`src/rtl/mcr_pkg.sv`:
```
package mcr_pkg;

    // one recovered bit: strobe plus value
    typedef struct packed {
        logic stb;
        logic val;
    } rxbit_t;

    // framing state of the deframer
    typedef enum logic {
        FR_SEEK    = 1'b0,
        FR_COLLECT = 1'b1
    } fr_state_e;

    // default timing constants, in oversample clocks
    localparam int unsigned GAP_MIN_DEF    = 6;   // counter value at which a mid edge is accepted
    localparam int unsigned GAP_MAX_DEF    = 12;  // counter value at which the bit is declared lost
    localparam int unsigned SAMPLE_DLY_DEF = 2;   // clocks from mid edge to sampling
    localparam int unsigned ZERO_MIN_DEF   = 18;  // zeros needed before a start bit
    localparam int unsigned WORD_W_DEF     = 16;

endpackage

```
`src/rtl/mcr_sync.sv`:
```
module mcr_sync #(
    parameter bit IDLE_LVL = 1'b1
) (
    input  logic clk,
    input  logic rst,
    input  logic din,
    output logic lvl,
    output logic edge_o
);
    // two synchronizer flops followed by one history flop
    logic [2:0] sh;

    always_ff @(posedge clk) begin
        if (rst) begin
            sh <= {3{IDLE_LVL}};
        end else begin
            sh <= {sh[1:0], din};
        end
    end

    assign lvl    = sh[1];
    assign edge_o = sh[1] ^ sh[2];

endmodule

```
`src/rtl/mcr_phase.sv`:
```
module mcr_phase
    import mcr_pkg::*;
#(
    parameter int unsigned GAP_MIN    = GAP_MIN_DEF,
    parameter int unsigned GAP_MAX    = GAP_MAX_DEF,
    parameter int unsigned SAMPLE_DLY = SAMPLE_DLY_DEF
) (
    input  logic   clk,
    input  logic   rst,
    input  logic   lvl,
    input  logic   edge_i,
    output rxbit_t bit_o,
    output logic   lost_o
);
    localparam int unsigned CW = $clog2(GAP_MAX + 1);

    logic [CW-1:0] cnt;
    logic          hunt;
    logic          accept;

    // in hunt any edge locks; otherwise only late edges count as mid-cell
    assign accept = edge_i && (hunt || (cnt >= CW'(GAP_MIN)));

    always_ff @(posedge clk) begin
        if (rst) begin
            cnt    <= '0;
            hunt   <= 1'b1;
            bit_o  <= '0;
            lost_o <= 1'b0;
        end else begin
            bit_o.stb <= 1'b0;
            lost_o    <= 1'b0;
            if (accept) begin
                cnt  <= '0;
                hunt <= 1'b0;
            end else if (hunt) begin
                cnt <= '0;
            end else if (cnt == CW'(GAP_MAX)) begin
                cnt    <= '0;
                hunt   <= 1'b1;
                lost_o <= 1'b1;
            end else begin
                cnt <= cnt + 1'b1;
            end
            if (!hunt && !accept && (cnt == CW'(SAMPLE_DLY - 1))) begin
                bit_o.stb <= 1'b1;
                bit_o.val <= lvl;
            end
        end
    end

endmodule

```
`src/rtl/mcr_deframe.sv`:
```
module mcr_deframe
    import mcr_pkg::*;
#(
    parameter int unsigned WORD_W   = WORD_W_DEF,
    parameter int unsigned ZERO_MIN = ZERO_MIN_DEF
) (
    input  logic              clk,
    input  logic              rst,
    input  rxbit_t            bit_i,
    input  logic              lost_i,
    output logic [WORD_W-1:0] word_o,
    output logic              vld_o
);
    localparam int unsigned ZW = $clog2(ZERO_MIN + 1);
    localparam int unsigned BW = $clog2(WORD_W);

    fr_state_e         state;
    logic [ZW-1:0]     zrun;
    logic [BW-1:0]     bcnt;
    logic [WORD_W-1:0] sh;
    logic [WORD_W-1:0] sh_nxt;

    assign sh_nxt = {sh[WORD_W-2:0], bit_i.val};

    always_ff @(posedge clk) begin
        if (rst) begin
            state  <= FR_SEEK;
            zrun   <= '0;
            bcnt   <= '0;
            sh     <= '0;
            word_o <= '0;
            vld_o  <= 1'b0;
        end else begin
            vld_o <= 1'b0;
            if (lost_i) begin
                state <= FR_SEEK;
                zrun  <= '0;
            end else if (bit_i.stb) begin
                case (state)
                    FR_SEEK: begin
                        if (!bit_i.val) begin
                            if (zrun != ZW'(ZERO_MIN)) begin
                                zrun <= zrun + 1'b1;
                            end
                        end else begin
                            if (zrun == ZW'(ZERO_MIN)) begin
                                state <= FR_COLLECT;
                                bcnt  <= '0;
                            end
                            zrun <= '0;
                        end
                    end
                    FR_COLLECT: begin
                        sh   <= sh_nxt;
                        bcnt <= bcnt + 1'b1;
                        zrun <= '0;
                        if (bcnt == BW'(WORD_W - 1)) begin
                            word_o <= sh_nxt;
                            vld_o  <= 1'b1;
                            state  <= FR_SEEK;
                        end
                    end
                    default: state <= FR_SEEK;
                endcase
            end
        end
    end

endmodule

```
`src/rtl/mcr_rx.sv`:
```
module mcr_rx
    import mcr_pkg::*;
#(
    parameter int unsigned WORD_W     = WORD_W_DEF,
    parameter int unsigned ZERO_MIN   = ZERO_MIN_DEF,
    parameter int unsigned GAP_MIN    = GAP_MIN_DEF,
    parameter int unsigned GAP_MAX    = GAP_MAX_DEF,
    parameter int unsigned SAMPLE_DLY = SAMPLE_DLY_DEF
) (
    input  logic              clk,
    input  logic              rst,
    input  logic              line_in,
    output logic              bit_data,
    output logic              bit_stb,
    output logic [WORD_W-1:0] word_data,
    output logic              word_vld
);
    logic   lvl;
    logic   edge_w;
    rxbit_t rbit;
    logic   lost;

    mcr_sync #(
        .IDLE_LVL (1'b1)
    ) u_sync (
        .clk    (clk),
        .rst    (rst),
        .din    (line_in),
        .lvl    (lvl),
        .edge_o (edge_w)
    );

    mcr_phase #(
        .GAP_MIN    (GAP_MIN),
        .GAP_MAX    (GAP_MAX),
        .SAMPLE_DLY (SAMPLE_DLY)
    ) u_phase (
        .clk    (clk),
        .rst    (rst),
        .lvl    (lvl),
        .edge_i (edge_w),
        .bit_o  (rbit),
        .lost_o (lost)
    );

    mcr_deframe #(
        .WORD_W   (WORD_W),
        .ZERO_MIN (ZERO_MIN)
    ) u_deframe (
        .clk    (clk),
        .rst    (rst),
        .bit_i  (rbit),
        .lost_i (lost),
        .word_o (word_data),
        .vld_o  (word_vld)
    );

    assign bit_data = rbit.val;
    assign bit_stb  = rbit.stb;

endmodule

```
`config.mk`:
```
export PLATFORM = sky130hd
export DESIGN_NAME = mcr_rx
export DESIGN_NICKNAME = d
export VERILOG_FILES = /design/src/rtl/mcr_pkg.sv /design/src/rtl/mcr_sync.sv /design/src/rtl/mcr_phase.sv /design/src/rtl/mcr_deframe.sv /design/src/rtl/mcr_rx.sv
export SDC_FILE = /design/constraint.sdc
export NUM_CORES = 1
export LEC_CHECK = 0
export BUFFER_PORTS_ARGS = -buffer_cell sky130_fd_sc_hd__buf_2
export CAP_MARGIN = 20
export CORE_MARGIN = 1.5
export CORE_UTILIZATION = 53
export DETAILED_ROUTE_END_ITERATION = 7
export PLACE_DENSITY_LB_ADDON = 0.25
export RECOVER_POWER = 25
export SYNTH_ARGS = -nofsm -noshare
export SYNTH_HDL_FRONTEND = slang
export SYNTH_SLANG_ARGS = --single-unit
```
`constraint.sdc`:
```
create_clock -name clk -period 1.7 [get_ports clk]
set_input_delay 0.34 -clock clk [delete_from_list [all_inputs] [get_ports clk]]
set_output_delay 0.34 -clock clk [all_outputs]
set_load 0.02 [all_outputs]
```
==> impl_metrics.py, run 1 <==
metrics = {
    "run_status": {
        "run_status": "completed",
    },
    "drt": {
        "antenna_left": 0,
        "viasPerCell": 5.222,
        "drt_iter0_markers": 115,
        "drt_pre_antenna_iters": 5,
        "avgRoutedWirePerCell_um": 12.23,
        "vias": 1650,
        "drc": 0,
        "wl_um": 3866,
    },
    "finish": {
        "fillers": 369,
        "antenna_cells": 0,
        "drive_above_1_share": 0.1090,
        "design_area_sq_um": 2547,
        "layoutNonFillerInstCount": 316,
        "area_delta_synth_final_pct": 11.38,
        "final_core_util": 0.6234,
        "nNetsFinal": 276,
    },
    "sta": {
        "hold_viol": 0,
        "min_period_over_period": 0.8922,
        "setup_ws_ns": 0.1833,
        "finalCriticalPeriod_ns": 1.517,
        "fin_setup_tns_ns": 0,
        "rsz0062_at_grt": "no",
        "fin_hold_ws_ns": 0.2120,
        "drv_slew": 0,
        "setup_viol": 0,
        "worst_pin_slew_ns": 1.064,
        "timing.fmax_mhz": 659.3,
        "skew_ns": 0.005553,
        "slew-limit-headroom": 0.2909,
    },
    "worst_setup_path": {
        "cp-end-kind": "primary output",
        "critPathLaunchType": "flop",
        "cp.required_ns": 1.36,
        "critical_path_class": "reg2out",
        "critPathMaxFanout": 10,
        "arrival_ns": 1.18,
    },
    "grt": {
        "antenna_found_initial": 0,
        "grt_pass1_wl_um": 6375,
        "grt_busiest_layer": "met2",
        "grt_overflow": 0,
        "grtUsageMet3": 0.05682,
        "use_met1": 0.2289,
        "track_usage": 0.1823,
        "grt_pass1_vias": 1453,
        "grtUsageMet2": 0.2909,
        "grt_max_degree": 29,
    },
    "clock_tree": {
        "clock_latency_ns": 0.31,
        "postCtsSetupBuffers": 0,
        "clk_pin_slew_ns": 0.09,
        "cts_buffers": 5,
        "root_buffer": "clkbuf_8",
        "cts_tree": "built",
        "htree_levels": 2,
        "cts_buffer_depth": 2,
        "cts.sinks": 53,
    },
    "floorplanning": {
        "die_area_sq_um": 4718,
        "die_x_um": 68.69,
        "start_util": 0.5597,
        "io_pins": 22,
        "rows": 23,
        "die_y_um": 68.69,
        "core_area_sq_um": 4086,
    },
    "power": {
        "p_total_mw": 2.146,
        "total_leakage_power_nw": 0.8611,
        "irDropWorstVdd_uv": 563.6,
        "pwr_density_cell_nw_per_um2": 842.3,
    },
    "placement": {
        "gp_congestion": 0.7748,
        "dp_hpwl_um": 2599,
        "placed_cell_area_sq_um": 2456,
        "dp_slack_ns": 0.1188,
        "dpl.cell_count": 309,
        "port_buffers": 21,
    },
    "logic_synthesis": {
        "synth_cells": 244,
        "syn_nets": 254,
        "synth.area.top_cells": "dfxtp_1, nand2b_1, mux2i_1",
        "synth_flop_cell": "dfxtp_1",
        "yosysTopAreaCellShare": 0.4639,
        "ys_types": 38,
        "yosysTopAreaCell": "dfxtp_1",
        "synth_warnings": 0,
        "syn_avg_cell_area_sq_um": 9.374,
        "syn_area_sq_um": 2287,
        "ys_ff_latch": 53,
        "yosysSeqAreaShare": 0.4639,
        "synth-edff-count": 0,
        "synth-async-reset-ratio": 0,
    },
    "worst_hold_path": {
        "hold_path.class": "in2reg",
    },
    "job": {
        "maxCapViolCount": 0,
    },
}
[flip-flops by register name, indices dropped and copies added, names as in the netlist]
register          count
u_deframe.bcnt        4
u_deframe.sh         15
u_deframe.state       1
u_deframe.vld_o       1
u_deframe.word_o     16
u_deframe.zrun        5
u_phase.bit_o         2
u_phase.cnt           4
u_phase.hunt          1
u_phase.lost_o        1
u_sync.sh             3
[layout make-up]
type | count | area [sq um] | share of cell area
clock inverter | 2 | 35.03 | 0.01375
timing repair buffer | 28 | 165.2 | 0.06483
sequential | 53 | 1061 | 0.4165
multi-input combinational | 171 | 1129 | 0.4430
clock buffer | 5 | 68.82 | 0.02701
inverter | 7 | 26.28 | 0.01031
tap | 50 | 62.56 | 0.02456
[metal layers]
layer  share of wire  wire [um]
met2            0.44       1711
met1            0.50       1948
met4           0.016         60
met5               0          0
met3           0.038        146
[final timing paths]
kind | cells past startpoint | startpoint | endpoint | slack [ns]
setup / recovery | 2 | u_phase.bit_o[1] | bit_stb | 0.18
setup reg to reg | 5 | u_deframe.zrun[0] | u_deframe.bcnt[0] | 0.20
hold reg to reg | 1 | u_sync.sh[0] | u_sync.sh[1] | 0.42
hold / removal | 2 | line_in | u_sync.sh[0] | 0.21
[synthesized netlist by cell type, types with 2 or more instances]
cell,number
dfxtp_1,53
nand2_1,35
nand2b_1,34
a21oi_1,21
mux2i_1,18
ha_1,7
inv_1,7
nor2_1,7
o21ai_0,7
clkbuf_1,6
nand4_1,5
a211oi_1,4
buf_2,4
nor4_1,4
nand3_1,3
or2_2,3
nor2b_1,2
nor4b_1,2
o21a_1,2
xor2_1,2
[cell usage in the layout (no fill, tap or decap), drive strengths merged, types with 2 or more instances in the layout]
cell / instances
dfxtp: 53
nand2: 35
nand2b: 34
a21oi: 21
clkbuf: 19
mux2i: 18
buf: 14
inv: 7
o21ai: 7
nor2: 7
ha: 7
nand4: 6
nor4: 4
a211oi: 4
or2: 3
nand3: 3
nor4b: 2
nor2b: 2
o21a: 2
xor2: 2
nor3: 2
nand3b: 2
[critical path, cell delays in order, from the launching register on]
cell	delay [ns]
dfxtp_1	0.48
buf_4	0.22
buf_2	0.17
[report_power, final]
group	total (mW)	internal (mW)	switching, mW
combinational	0.0597	0.0288	0.0309
clock	0.832	0.429	0.403
sequential	1.25	1.25	0.00705
total	2.15	1.70	0.441
[cells by family after synthesis]
kind of cell,count (synthesis),synth area share
mux,18,0.07877
fa+ha+maj,7,0.03829
simple gates,103,0.2599
flops,53,0.4639
xor+xnor,3,0.01149
compound gates,40,0.1028
buf+inv,20,0.04486
[timing repair]
| action | 4_1_cts | 5_1_grt |
|---|---|---|
| gates resized for setup | 0 | 1 |
| endpoints found under the setup margin | 0 | 1 |
| hold buffers | 0 | 0 |
Note: power is estimated with default switching activity, not from simulation.
==> run 2: changes to the inputs <==
Settings changed: CORE_MARGIN 1.5 to 3, CORE_UTILIZATION 53 to 45, HOLD_SLACK_MARGIN set to 0.02.
==> run 2 against run 1 <==
Via count grew 1.4%; non-clock buffer count grew 3; sequential cell count is the same; sequential power is essentially flat; global-route usage shrank 3.6 points; die area grew 27%; clock-buffer cell count grew 2; cell count grew 6.6%; utilization shrank 8.7 points; routed wire length grew 0.88%; cell area grew 1.4%; highest routed layer unchanged.
==> impl_metrics.py, run 2 (synthesis gave the netlist of run 1 again) <==
metrics = {
    "sta": {
        "setup_viol": 0,
        "hold_viol": 0,
        "fin_setup_tns_ns": 0,
        "rsz0062_at_grt": "no",
        "finalCriticalPeriod_ns": 1.587,
        "min_period_over_period": 0.9334,
        "skew_ns": 0.01098,
        "slew-limit-headroom": 0.3921,
        "fin_hold_ws_ns": 0.2272,
        "drv_slew": 0,
        "timing.fmax_mhz": 630.2,
        "worst_pin_slew_ns": 0.9119,
    },
    "clock_tree": {
        "cts_buffers": 5,
        "cts_buffer_depth": 2,
        "cts_tree": "built",
        "ctsResizeCount": 0,
        "postCtsSetupBuffers": 0,
        "htree_levels": 2,
        "clk_pin_slew_ns": 0.09,
        "root_buffer": "clkbuf_8",
        "hold_buffers": 0,
        "clock_latency_ns": 0.30,
        "cts.sinks": 53,
    },
    "placement": {
        "dp_hpwl_um": 2770,
        "port_buffers": 21,
        "gp_congestion": 0.8234,
        "placed_cell_area_sq_um": 2487,
    },
    "power": {
        "switching_share": 0.1922,
        "pwr_density_cell_nw_per_um2": 840.9,
        "irDropWorstVdd_uv": 586.0,
        "power_frac_seq": 0.577,
        "p_sw_mw": 0.4173,
        "p_int_mw": 1.754,
        "total_leakage_power_nw": 0.8722,
        "pwr-share-comb": 0.027,
        "pwr-share-clk": 0.396,
        "p_total_mw": 2.172,
    },
    "worst_setup_path": {
        "worstRegToRegCells": 5,
        "arrival_ns": 1.74,
        "crit_family": "compound AO/OA/AOI/OAI gates",
        "timing.rr.start": "u_deframe.zrun[0]",
        "critPathMaxFanout": 7,
        "cp-end-kind": "flop",
        "path_cells": "inv_1, ha_1, nand4bb_4, a211oi_1, a211oi_1",
        "startpoint": "u_deframe.zrun[0]",
        "cp.required_ns": 1.86,
        "crit_buf_inv": 1,
        "cp_slowest_stage_delay_ns": 0.52,
        "critPathLaunchType": "flop",
        "r2r_slack_ns": 0.11,
        "path_depth": 5,
        "path_common_cell": "a211oi_1",
        "reg2reg_to": "u_deframe.bcnt[3]",
        "critical_path_class": "reg2reg",
        "crit_path_end": "u_deframe.bcnt[3]",
        "slowest_stage": "a211oi_1",
    },
    "grt": {
        "grt_pass1_vias": 1630,
        "grt_max_degree": 28,
        "grt_overflow": 0,
        "grt_pass1_wl_um": 7134,
        "antenna_found_initial": 0,
        "track_usage": 0.1461,
    },
    "drt": {
        "drt_pre_antenna_iters": 4,
        "vias": 1673,
        "wl_um": 3900,
        "antenna_left": 0,
        "avgRoutedWirePerCell_um": 11.57,
        "drc": 0,
        "viasPerCell": 4.964,
        "drt_iter0_markers": 74,
    },
    "job": {
        "maxCapViolCount": 0,
    },
    "floorplanning": {
        "core_area_sq_um": 4817,
        "die_y_um": 77.29,
        "die_area_sq_um": 5974,
        "start_util": 0.4748,
        "io_pins": 22,
        "rows": 25,
        "die_x_um": 77.29,
    },
    "finish": {
        "final_core_util": 0.5361,
        "area_delta_synth_final_pct": 12.91,
        "drive_above_1_share": 0.1111,
        "final_common_cell": "dfxtp_1",
        "nNetsFinal": 279,
        "layout_common_cells": "dfxtp_1, nand2_1, nand2b_1",
        "top_register": "u_deframe.word_o",
        "largest_reg_flops": 16,
        "design_area_sq_um": 2582,
        "top_regs": "u_deframe.word_o (16), u_deframe.sh (15), u_deframe.zrun (5)",
        "antenna_cells": 0,
    },
    "run_status": {
        "run_status": "completed",
    },
    "worst_hold_path": {
        "hold_path.class": "in2reg",
    },
}
run 2: cell types whose count changed in the layout (fill, tap and decap cells not counted):
cell	delta
buf_4	+3
a211oi_2	-1
a211oi_1	+1
clkbuf_1	+2
buf_12	-1
clkbuf_8	+1
clkinv_2	-1
run 2: layer usage:
metal,GRT usage,vias up,share of wire
met3,0.03638,7,0.038
met2,0.2392,25,0.47
met5,0,-,0
met4,0.06050,0,0.015
li1,-,872,-
met1,0.1828,769,0.48
run 2: layout make-up:
cell class                 instances  area (sq um)
fill                             472          2235
multi-input combinational        171          1124
sequential                        53          1061
timing repair buffer              31         171.4
clock buffer                       7         86.33
tap                               67         83.83
clock inverter                     1         30.03
inverter                           7         26.28
run 2: stage by stage:
| stage | std cells | setup WS (ns) |
|---|---|---|
| finish | 337 | 0.1132 |
| global route | 337 | 0.02417 |
| CTS | 337 | 0.1020 |
| detailed placement | 329 | 0.1063 |
| global placement | 329 | 0.1761 |
| floorplan | 244 | 0.2211 |
run 2: worst min-delay path by stage:
stage	from	to	slack, ns	cells after the start
2_1_floorplan	u_sync.sh[0]	u_sync.sh[1]	0.39	1
3_3_place_gp	u_sync.sh[0]	u_sync.sh[1]	0.39	1
3_5_place_dp	u_sync.sh[0]	u_sync.sh[1]	0.39	1
4_1_cts	line_in	u_sync.sh[0]	0.22	2
5_1_grt	line_in	u_sync.sh[0]	0.21	2
6_report	line_in	u_sync.sh[0]	0.23	2
run 2: power groups by stage:
stage               clock (mW)  sequential, mW  combinational [mW]
global placement             0            1.28              0.0603
CTS                      0.896            1.25              0.0611
global route             0.935            1.26              0.0666
floorplan                    0            1.28              0.0433
finish                   0.860            1.25              0.0584
detailed placement           0            1.28              0.0610
==> run 3: changes to the inputs <==
Settings changed: CORE_ASPECT_RATIO set to 0.9.
==> run 3 against run 2 <==
Register-to-register slack better by 0.12 ns; first-iteration DRC count increased by 120%; utilization up 0.74 points; largest cell class unchanged.
==> impl_metrics.py, run 3 (synthesis gave the netlist of run 1 again) <==
metrics = {
    "worst_setup_path": {
        "slowest_stage": "dfxtp_1",
        "critical_path_class": "reg2reg",
        "path_cells": "inv_1, ha_1, o21ai_0, a21oi_1, a2111oi_1",
        "cp_slowest_stage_delay_ns": 0.44,
        "cp.required_ns": 1.88,
        "critPathLaunchType": "flop",
        "crit_family": "compound AO/OA/AOI/OAI gates",
        "arrival_ns": 1.65,
        "cp-end-kind": "flop",
        "crit_buf_inv": 1,
        "critPathMaxFanout": 6,
    },
    "grt": {
        "grt_max_degree": 48,
        "grt_overflow": 0,
        "grt_pass1_vias": 1555,
        "grtUsageMet3": 0.03309,
        "grtUsageMet2": 0.2215,
        "antenna_found_initial": 0,
        "grt_busiest_layer": "met2",
        "use_met1": 0.2021,
        "grt_pass1_wl_um": 6865,
        "track_usage": 0.1453,
    },
    "drt": {
        "antenna_left": 0,
        "drt_pre_antenna_iters": 4,
        "drt_iter0_markers": 161,
        "wl_um": 3867,
        "drc": 0,
        "viasPerCell": 5.095,
        "avgRoutedWirePerCell_um": 11.79,
        "vias": 1671,
    },
    "floorplanning": {
        "start_util": 0.4906,
        "core_area_sq_um": 4662,
        "die_y_um": 73.64,
        "die_area_sq_um": 5975,
        "die_x_um": 81.15,
        "rows": 23,
        "io_pins": 22,
    },
    "sta": {
        "timing.fmax_mhz": 680.8,
        "fin_hold_ws_ns": 0.2241,
        "worst_pin_slew_ns": 0.8888,
        "skew_ns": 0.008013,
        "fin_setup_tns_ns": 0,
        "min_period_over_period": 0.8640,
        "setup_viol": 0,
        "drv_slew": 0,
        "finalCriticalPeriod_ns": 1.469,
        "hold_viol": 0,
        "slew-limit-headroom": 0.4074,
        "rsz0062_at_grt": "no",
    },
    "clock_tree": {
        "clk_pin_slew_ns": 0.09,
        "cts_buffer_depth": 2,
        "cts_tree": "built",
        "root_buffer": "clkbuf_8",
        "htree_levels": 2,
        "clock_latency_ns": 0.30,
        "cts.sinks": 53,
        "cts_buffers": 5,
    },
    "job": {
        "maxCapViolCount": 0,
    },
    "finish": {
        "final_common_cell": "dfxtp_1",
        "fillers": 453,
        "antenna_cells": 0,
        "top_regs": "u_deframe.word_o (16), u_deframe.sh (15), u_deframe.zrun (5)",
        "drive_above_1_share": 0.09398,
        "nNetsFinal": 275,
        "area_delta_synth_final_pct": 10.78,
        "top_register": "u_deframe.word_o",
        "layout_common_cells": "dfxtp_1, nand2_1, nand2b_1",
        "largest_reg_flops": 16,
    },
    "power": {
        "total_leakage_power_nw": 0.8320,
        "pwr_density_cell_nw_per_um2": 784.5,
        "irDropWorstVdd_uv": 434.5,
    },
    "worst_hold_path": {
        "hold_path.class": "in2reg",
    },
    "run_status": {
        "run_status": "completed",
    },
    "placement": {
        "port_buffers": 21,
        "gp_congestion": 0.8492,
        "dp_hpwl_um": 2568,
    },
}
## run 3: area by class of cell
type / count / area (sq um) / share of cell area
clock buffers: 7 / 76.32 / 0.03012
clock inverters: 1 / 7.507 / 0.002963
inverters: 7 / 26.28 / 0.01037
multi-input cells: 171 / 1130 / 0.4459
flip-flops and latches: 53 / 1061 / 0.4188
well taps: 62 / 77.57 / 0.03062
repair buffers: 27 / 155.1 / 0.06123
## run 3: worst reg2reg max path, cell delays in order (launching register included)
cell,delay [ns]
dfxtp_1,0.44
inv_1,0.09
ha_1,0.19
o21ai_0,0.18
a21oi_1,0.18
a2111oi_1,0.28
## run 3: power breakdown
| part | total [mW] | switching, mW | internal [mW] | leakage, nW |
|---|---|---|---|---|
| logic | 0.0573 | 0.0302 | 0.0271 | 0.366 |
| registers | 1.25 | 0.00695 | 1.25 | 0.428 |
| clock network | 0.677 | 0.384 | 0.292 | 0.0385 |
| total | 1.99 | 0.422 | 1.57 | 0.832 |
## run 3: metrics by stage
step                        util  setup WS [ns]  std cells  cell area [sq um]  total power, mW
after detailed placement  0.5284         0.1347        320               2464            1.341
after global placement    0.5284         0.1853        320               2464            1.341
after floorplan                -         0.2211        244               2287            1.325
final                     0.5435         0.2312        328               2534            1.988
after global routing      0.5435        0.03518        328               2534            2.057
after CTS                 0.5464         0.1275        328               2547            2.020
## run 3: final timing paths
kind,endpoint,slack [ns],cells past startpoint,from
hold / removal,u_sync.sh[0],0.22,2,line_in
setup / recovery,u_phase.cnt[3],0.23,5,u_phase.cnt[0]
hold reg to reg,u_sync.sh[1],0.42,1,u_sync.sh[0]
setup reg to reg,u_phase.cnt[3],0.23,5,u_phase.cnt[0]
## run 3: routing by layer
layer	vias up	part of all wire
met3	5	0.031
met4	0	0.011
li1	871	-
met1	772	0.54
met5	-	0
met2	23	0.42
## run 3: timing repair
action,in CTS,in global routing
hold buffers,0,0
buffers inserted,0,0
setup endpoints to repair,0,3
resized for setup,0,2
